<file path="config.mk">
export PLATFORM = sky130hd
export DESIGN_NAME = soft_gain_seq
export DESIGN_NICKNAME = d
export VERILOG_FILES = /design/src/rtl/soft_gain_pkg.sv /design/src/rtl/sg_step_pacer.sv /design/src/rtl/sg_gain_stepper.sv /design/src/rtl/soft_gain_seq.sv
export SDC_FILE = /design/constraint.sdc
export NUM_CORES = 1
export LEC_CHECK = 0
export ABC_AREA = 1
export BUFFER_PORTS_ARGS = -buffer_cell sky130_fd_sc_hd__buf_2
export CAP_MARGIN = 20
export CORE_MARGIN = 10
export CORE_UTILIZATION = 46
export DETAILED_ROUTE_END_ITERATION = 16
export HOLD_SLACK_MARGIN = 0.05
export PLACE_DENSITY = 0.66
export SLEW_MARGIN = 10
export SYNTH_ARGS = -nofsm -noshare
export SYNTH_HDL_FRONTEND = slang
export SYNTH_HIERARCHICAL = 1
export SYNTH_SLANG_ARGS = --single-unit
</file>
<file path="constraint.sdc">
create_clock -name clk -period 6.8 [get_ports clk]
set_clock_uncertainty 0.05 [all_clocks]
set_input_delay 0.68 -clock clk [delete_from_list [all_inputs] [get_ports clk]]
set_output_delay 0.68 -clock clk [all_outputs]
set_load 0.01 [all_outputs]
</file>
<file path="src/rtl/soft_gain_pkg.sv">
package soft_gain_pkg;
    typedef enum logic [1:0] {
        ST_MUTED = 2'd0,
        ST_TRACK = 2'd1,
        ST_FADE  = 2'd2
    } sg_state_e;
endpackage

</file>
<file path="src/rtl/sg_step_pacer.sv">
module sg_step_pacer (
    input  logic clk,
    input  logic rst_n,
    input  logic strobe_i,
    input  logic rate_sel_i,
    input  logic restart_i,
    output logic tick_o
);
    logic half_q;

    // A strobe coinciding with a restart never ticks.
    assign tick_o = strobe_i && !restart_i && (!rate_sel_i || half_q);

    always_ff @(posedge clk or negedge rst_n) begin
        if (!rst_n) begin
            half_q <= 1'b0;
        end else if (restart_i) begin
            half_q <= 1'b0;
        end else if (strobe_i) begin
            half_q <= rate_sel_i ? !half_q : 1'b0;
        end
    end
endmodule

</file>
<file path="src/rtl/sg_gain_stepper.sv">
module sg_gain_stepper #(
    parameter int GAIN_W = 7
) (
    input  logic              clk,
    input  logic              rst_n,
    input  logic              clear_i,
    input  logic              step_i,
    input  logic [GAIN_W-1:0] goal_i,
    output logic [GAIN_W-1:0] gain_o,
    output logic              at_goal_o
);
    logic [GAIN_W-1:0] gain_q;

    assign gain_o    = gain_q;
    assign at_goal_o = (gain_q == goal_i);

    always_ff @(posedge clk or negedge rst_n) begin
        if (!rst_n) begin
            gain_q <= '0;
        end else if (clear_i) begin
            gain_q <= '0;
        end else if (step_i && !at_goal_o) begin
            if (gain_q < goal_i) begin
                gain_q <= gain_q + 1'b1;
            end else begin
                gain_q <= gain_q - 1'b1;
            end
        end
    end
endmodule

</file>
<file path="src/rtl/soft_gain_seq.sv">
module soft_gain_seq
    import soft_gain_pkg::*;
#(
    parameter int GAIN_W   = 7,
    parameter int GAIN_MAX = 119
) (
    input  logic              clk,
    input  logic              rst_n,
    input  logic [GAIN_W-1:0] target_i,
    input  logic              target_we_i,
    input  logic              mute_req_i,
    input  logic              rate_sel_i,
    input  logic              strobe_i,
    output logic [GAIN_W-1:0] gain_o,
    output logic              muted_o,
    output logic              settled_o
);
    localparam logic [GAIN_W-1:0] CODE_TOP = GAIN_W'(GAIN_MAX);

    sg_state_e         state_q, state_d;
    logic [GAIN_W-1:0] tgt_q;
    logic [GAIN_W-1:0] goal;
    logic              tick;
    logic              at_goal;
    logic              clear;

    always_ff @(posedge clk or negedge rst_n) begin
        if (!rst_n) begin
            tgt_q <= '0;
        end else if (target_we_i) begin
            tgt_q <= (target_i > CODE_TOP) ? CODE_TOP : target_i;
        end
    end

    sg_step_pacer u_pacer (
        .clk       (clk),
        .rst_n     (rst_n),
        .strobe_i  (strobe_i),
        .rate_sel_i(rate_sel_i),
        .restart_i (target_we_i),
        .tick_o    (tick)
    );

    sg_gain_stepper #(.GAIN_W(GAIN_W)) u_stepper (
        .clk      (clk),
        .rst_n    (rst_n),
        .clear_i  (clear),
        .step_i   (tick),
        .goal_i   (goal),
        .gain_o   (gain_o),
        .at_goal_o(at_goal)
    );

    // State register
    always_ff @(posedge clk or negedge rst_n) begin
        if (!rst_n) begin
            state_q <= ST_MUTED;
        end else begin
            state_q <= state_d;
        end
    end

    // Next state
    always_comb begin
        state_d = state_q;
        unique case (state_q)
            ST_MUTED: if (!mute_req_i) state_d = ST_TRACK;
            ST_TRACK: if (mute_req_i)  state_d = ST_FADE;
            ST_FADE: begin
                if (!mute_req_i)            state_d = ST_TRACK;
                else if (gain_o == '0)      state_d = ST_MUTED;
            end
            default: state_d = ST_MUTED;
        endcase
    end

    // Outputs and stepper control
    always_comb begin
        goal      = '0;
        clear     = 1'b0;
        muted_o   = 1'b0;
        settled_o = 1'b0;
        unique case (state_q)
            ST_MUTED: begin
                clear   = 1'b1;
                muted_o = 1'b1;
            end
            ST_TRACK: begin
                goal      = tgt_q;
                settled_o = at_goal;
            end
            ST_FADE: goal = '0;
            default: clear = 1'b1;
        endcase
    end
endmodule

</file>
**Word-level counts from Yosys, hierarchy flattened**

Cells that the tools add are included.

- Flip-flop bits (word level): 17
- Latch bits: 0
- Memory bits (writable): 0
- Memory bits (read-only): 0
- Memories: 0

- Add/sub/neg operators: 2
- Multiply operators: 0
- Div/mod/pow operators: 0
- Magnitude comparators: 2
- Equality and inequality tests: 7
- Shifts and indexed selects: 0
- Multiplexer cells: 15
- Bitwise gates (word level): 0
- Reduce and logical (&&, ||, !) cells: 13

Operator list:

| kind | number |
|---|---|
| two-way mux 7 bit | 5 |
| two-way mux 2 bit | 4 |
| adder 7 x 1 -> 7 bit, second input constant | 1 |
| equality test 7 bit | 1 |
| greater-than comparator 7 bit, second input constant | 1 |
| logical NOT 7 bit | 1 |
| < comparator 7 bit | 1 |
| subtractor 7 x 1 -> 7 bit, second input constant | 1 |
| one-hot mux 2 bit (3 select lines) | 1 |
| two-way mux 1 bit | 5 |
| logical NOT 1 bit | 4 |
| inequality test 2 bit, second input constant | 2 |
| logical AND 1 bit | 3 |
| inequality test 3 bit, second input constant | 1 |
| AND reduction 3 bit | 1 |
| equality test 2 x 1 -> 1 bit, second input constant | 1 |
| equality test 2 bit, second input constant | 1 |
| logical NOT 2 bit | 1 |
| inequality test 2 x 1 -> 1 bit, second input constant | 1 |
| nonzero test 2 bit | 1 |
| OR reduction 2 bit | 1 |
| logical OR 1 bit | 1 |

**Longest topological paths before layout**

- Word-level depth: 7
- Mapped depth: 20

**Cells and area by module**

The synthesis kept the hierarchy.

By module, submodules not included:

| module | instances | cells an instance | area an instance (um^2) |
|---|---|---|---|
| sg_gain_stepper | 1 | 105 | 805.8 |
| soft_gain_seq | 1 | 71 | 558.0 |
| sg_step_pacer | 1 | 9 | 62.6 |

**Worst setup path after synthesis**

OpenSTA, ideal clock, no wires.

- Path kind: register to register
- Start point: register state_q[1]
- End point: register u_stepper.gain_q[6], in the netlist u_stepper/gain_o[6]
- Arrival: 2.466 ns
- Required time: 6.633 ns
- Setup slack: 4.166 ns
- Cell stages (with the launch flop): 19
- Buffers on the path: 1
- Clock period less this slack: 2.634 ns
- Path through: dfrtp_1 > inv_1 > ha_1 > buf_6 > nand2_1 > inv_1 > inv_1 > ha_1 > nand2_2 > inv_1 > a21oi_4 > nand2_4 > ha_1 > a21oi_1 > o21ai_0 > nor2_1 > nand3_1 > nand3_1 > nand2_1

- Longest elaborated chain between the ends: 6

Ends and longest elaborated chain:

| what | line | RTL |
|---|---|---|
| start: declaration | soft_gain_seq.sv:20 | `sg_state_e state_q, state_d;` |
| start signal: assignment | soft_gain_seq.sv:59 | `state_q <= state_d;` |
| equality test 2 x 1 -> 1 bit * | soft_gain_seq.sv:83 | `unique case (state_q)` |
| two-way mux 7 bit * | soft_gain_seq.sv:83 |  |
| named net goal[6] | soft_gain_seq.sv:22 | `logic [GAIN_W-1:0] goal;` |
| < comparator 7 bit or equality test 7 bit (tied branches) | sg_gain_stepper.sv:23, sg_gain_stepper.sv:15 |  |
| two-way mux 7 bit or logical NOT 1 bit (tied branches) | sg_gain_stepper.sv:23, sg_gain_stepper.sv:22 |  |
| two-way mux 7 bit or logical AND 1 bit (tied branches) | sg_gain_stepper.sv:22 | `end else if (step_i && !at_goal_o) begin` |
| two-way mux 7 bit or inequality test 2 x 1 -> 1 bit (tied branches) | -- |  |
| end signal: assignment | sg_gain_stepper.sv:24 | `gain_q <= gain_q + 1'b1;` |
| end signal: assignment | sg_gain_stepper.sv:26 | `gain_q <= gain_q - 1'b1;` |
| end: declaration | sg_gain_stepper.sv:12 | `logic [GAIN_W-1:0] gain_q;` |

Mark *: on every way through the listed nets, which the timed path passes. The rest lies on a longest branch. The select of a mux whose other input is x is not followed.
A chain may end at the register's enable or synchronous reset.

**Worst setup path after layout**

- Start point: register state_q[1]
- End point: output settled_o

- Longest elaborated chain between the ends: 4

Ends and longest elaborated chain:

| what | line | RTL |
|---|---|---|
| equality test 2 x 1 -> 1 bit | soft_gain_seq.sv:83 |  |
| two-way mux 7 bit | soft_gain_seq.sv:83 |  |
| named net goal[6] | soft_gain_seq.sv:22 |  |
| equality test 7 bit | sg_gain_stepper.sv:15 | `assign at_goal_o = (gain_q == goal_i);` |
| named net at_goal | soft_gain_seq.sv:24 | `logic at_goal;` |
| two-way mux 1 bit | soft_gain_seq.sv:83 |  |
| end: declaration | soft_gain_seq.sv:16 | `output logic settled_o` |

The timed path passes the listed nets, and every way through them passes these cells.

==> metrics.log <==
INFO  metric run_status = completed
INFO  metric synth.avg_cell_area = about 7.7 um^2
INFO  metric crit_required = between 6000 and 7000 ps
INFO  metric globalRouteTotalUtil = a little under an eighth
INFO  metric cts_made_buffers = 3
INFO  metric critical-path-slowest-cell = sky130_fd_sc_hd__dfrtp_1
INFO  metric bufs_on_longest_clock_path = 2
INFO  metric timing_max_transition_violations_final = 0
INFO  metric max-cap-violations = 0
INFO  metric critical_path.startpoint_type = flip-flop
INFO  metric vias_per_cell = 4.92
INFO  metric place_hpwl = around 2500 um
INFO  metric dr_total_vias = ~1.2k
INFO  metric n_antenna_cell = 0
INFO  metric crit_chain = inv_1, ha_1, nand2_1, inv_1, inv_1, ha_1, nand2_2, nor2_4, nand4_4, inv_1, nand2_1, inv_1, buf_2
INFO  metric post_cts_resize_count = 0
INFO  metric dieHeight = ~76 um
INFO  metric ios = 22
INFO  metric via_count_of_the_first_global_routing_pass = between 1k and 1.5k
INFO  metric tritoncts = done
INFO  metric period_needed = 3020 ps
INFO  metric seq_area_frac_synth = 29.8%
INFO  metric critical_path.endpoint_type = output pin
INFO  metric initial_core_util = between 40% and 50%
INFO  metric max_slew.worst_pin.slew = 394 ps
INFO  metric grt_setup_unrepaired = no
INFO  metric worst_skew_pair.late_latency = 300 ps
INFO  metric global_route.overflow_total = 0
INFO  metric layout-drive-gt1-share = between 20% and 30%
INFO  metric cts_hold_buffers = 0
INFO  metric worst_path_dominant_cell_family = adder cells
INFO  metric worstSetupPathType = flip-flop to output pin
INFO  metric remaining_drc_errors = 0
INFO  metric cp.arrival = between 2000 and 2500 ps
INFO  metric setup_viol = 0
INFO  metric crit_fanout = 9
INFO  metric worstHoldPathType = primary input to async pin
INFO  metric core-area = 3000 um^2
INFO  metric cts_root_buffer = sky130_fd_sc_hd__clkbuf_4
INFO  metric first_pass_iters = 4
INFO  metric finalWeightedCongestion = a little over 0.8
INFO  metric crit_path_max_incr_delay = 430 ps
INFO  metric synthesis.yosys.warnings = 6
INFO  metric timing.critical_path.buf_inv = 6
INFO  metric clock-sinks = 17
INFO  metric row_count = 20
INFO  metric finalHoldViolations = 0
INFO  metric synthesis.area = 1430 um^2
INFO  metric finish.net_count = approximately 240
INFO  metric design.die.area = ~5700 um^2
INFO  metric postSynthCellCount = about 190
INFO  metric post-cts-setup-buffer-count = 0
INFO  metric clock.fmax = ~0.33 GHz
INFO  metric initialDrtViolationCount = 31
INFO  metric mappedNetlistNets = roughly 220
INFO  metric grt_max_degree = 18
INFO  metric buffer_ports.inserted = 21
INFO  metric final_min_period_over_clock_period = between 40% and 50%
INFO  metric flow.area_growth_from_synthesis = 11.0%
INFO  metric htree_num_levels = 1
INFO  metric routed_wire_length_per_instance = approximately 12 um
INFO  metric ant_nets = 0
INFO  metric finalWirelength = slightly below 3000 um
INFO  metric fin_setup_tns = 0 ps
INFO  metric clk_transition_reported_paths = approximately 110 ps
INFO  metric synthDistinctLibCells = 32
INFO  metric relSlewSlack = around 74%
INFO  metric antenna_found_initial = 0
INFO  metric synth.ff_latch_count = 17
INFO  metric grt_pass1_wl = 5250 um
INFO  metric chipWidth = around 76 um
INFO  metric cp_common_cell = sky130_fd_sc_hd__inv_1
## layout make-up
cell class | count | area (um^2)
Inverter | 41 | 159
Timing Repair Buffer | 21 | 105
Fill cell | 299 | 1420
Sequential cell | 17 | 425
Multi-Input combinational cell | 125 | 826
Clock buffer | 4 | 26.3
Tap cell | 33 | 41.3
## path summary, 6_finish.rpt
check / start / to / slack (ps) / depth (start not counted)
worst max-delay path: state_q[1]$_DFFE_PN0P_ / settled_o / 3780 / 13
worst min-delay path: rst_n / tgt_q[6]$_DFFE_PN0P_ / 240 / 1
worst max register to register: state_q[1]$_DFFE_PN0P_ / u_stepper/gain_o[6]$_DFFE_PN0P_ / 3780 / 17
worst min register to register: tgt_q[5]$_DFFE_PN0P_ / tgt_q[5]$_DFFE_PN0P_ / 490 / 1
max in group asynchronous: rst_n / u_stepper/gain_o[1]$_DFFE_PN0P_ / 6180 / 1
min in group clk: tgt_q[5]$_DFFE_PN0P_ / tgt_q[5]$_DFFE_PN0P_ / 490 / 1
## placed cells by master (no fill, tap or decap), types with 2 or more instances in the layout
cell type,instances
sky130_fd_sc_hd__buf_2,21
sky130_fd_sc_hd__nand4_1,2
sky130_fd_sc_hd__dfrtp_1,17
sky130_fd_sc_hd__nor2_1,13
sky130_fd_sc_hd__nand2_1,39
sky130_fd_sc_hd__mux2_2,3
sky130_fd_sc_hd__clkbuf_4,3
sky130_fd_sc_hd__nand2_2,5
sky130_fd_sc_hd__a21oi_1,6
sky130_fd_sc_hd__a31oi_1,3
sky130_fd_sc_hd__o21ai_1,5
sky130_fd_sc_hd__ha_1,18
sky130_fd_sc_hd__o21ai_2,3
sky130_fd_sc_hd__o21ai_0,3
sky130_fd_sc_hd__inv_1,39
sky130_fd_sc_hd__nand3_1,10
sky130_fd_sc_hd__nand2_4,2
## worst reg2reg max path, delay by kind of cell (launching register included)
kind                       cells  cell delay (ps)
buffers and inverters          4              300
AOI/OAI and AO/OA              3              550
and+or+nand+nor                7              630
adders and majority gates      3              970
DFF                            1              430
## layer usage
metal  global-route usage (%)  share of wire, %
met1                     12.9                43
met2                     21.2                52
met3                     4.04               4.5
met4                     3.92              0.54
met5                        0                 0
## metrics by stage
stage	hold slack, ps	std cells	cell area (um^2)	util, %	setup slack (ps)
after global routing	245	241	1580	52.7	3420
after detailed placement	466	237	1560	51.8	3790
after CTS	251	241	1580	52.7	3740
after global placement	453	237	1560	51.8	3960
after floorplan	334	185	1430	-	4170
final	238	241	1580	52.7	3780
## cell usage after synthesis, drive strengths merged
cell / instances / share of area, %
a21o: 1 / 0.53
a21oi: 8 / 3.9
a31oi: 3 / 1.3
buf: 2 / 1.1
clkinv: 1 / 0.61
dfrtp: 17 / 30
fa: 1 / 1.4
ha: 18 / 16
inv: 40 / 11
mux2: 3 / 2.4
nand2: 46 / 14
nand3: 11 / 4.2
nand4: 3 / 2.4
nor2: 14 / 4.2
nor3: 1 / 0.35
o211ai: 1 / 0.53
o21ai: 11 / 4.6
o22ai: 1 / 0.44
or2: 1 / 0.61
xnor2: 1 / 0.61
xor2: 1 / 0.61
## logic make-up (layout without fill, tap and decap cells)
group / Yosys count / count (layout) / synth area share (%)
AND/OR/NAND/NOR: 76 / 76 / 25.8
buffers and inverters: 43 / 66 / 12.3
AO/OA/AOI/OAI: 25 / 25 / 11.3
adder cells (fa/ha/maj): 19 / 19 / 17.2
flip-flops: 17 / 17 / 29.8
multiplexers: 3 / 3 / 2.37
XOR/XNOR: 2 / 2 / 1.23
## registers in the layout, indices dropped and copies added, names as in the netlist
| signal | flops |
|---|---|
| tgt_q | 7 |
| u_stepper/gain_o | 7 |
| state_q | 2 |
| u_pacer/half_q | 1 |
Power is left out: the tool's default activity adds up to more than one toggle a clock period on the data nets, which glitch-free logic cannot reach.
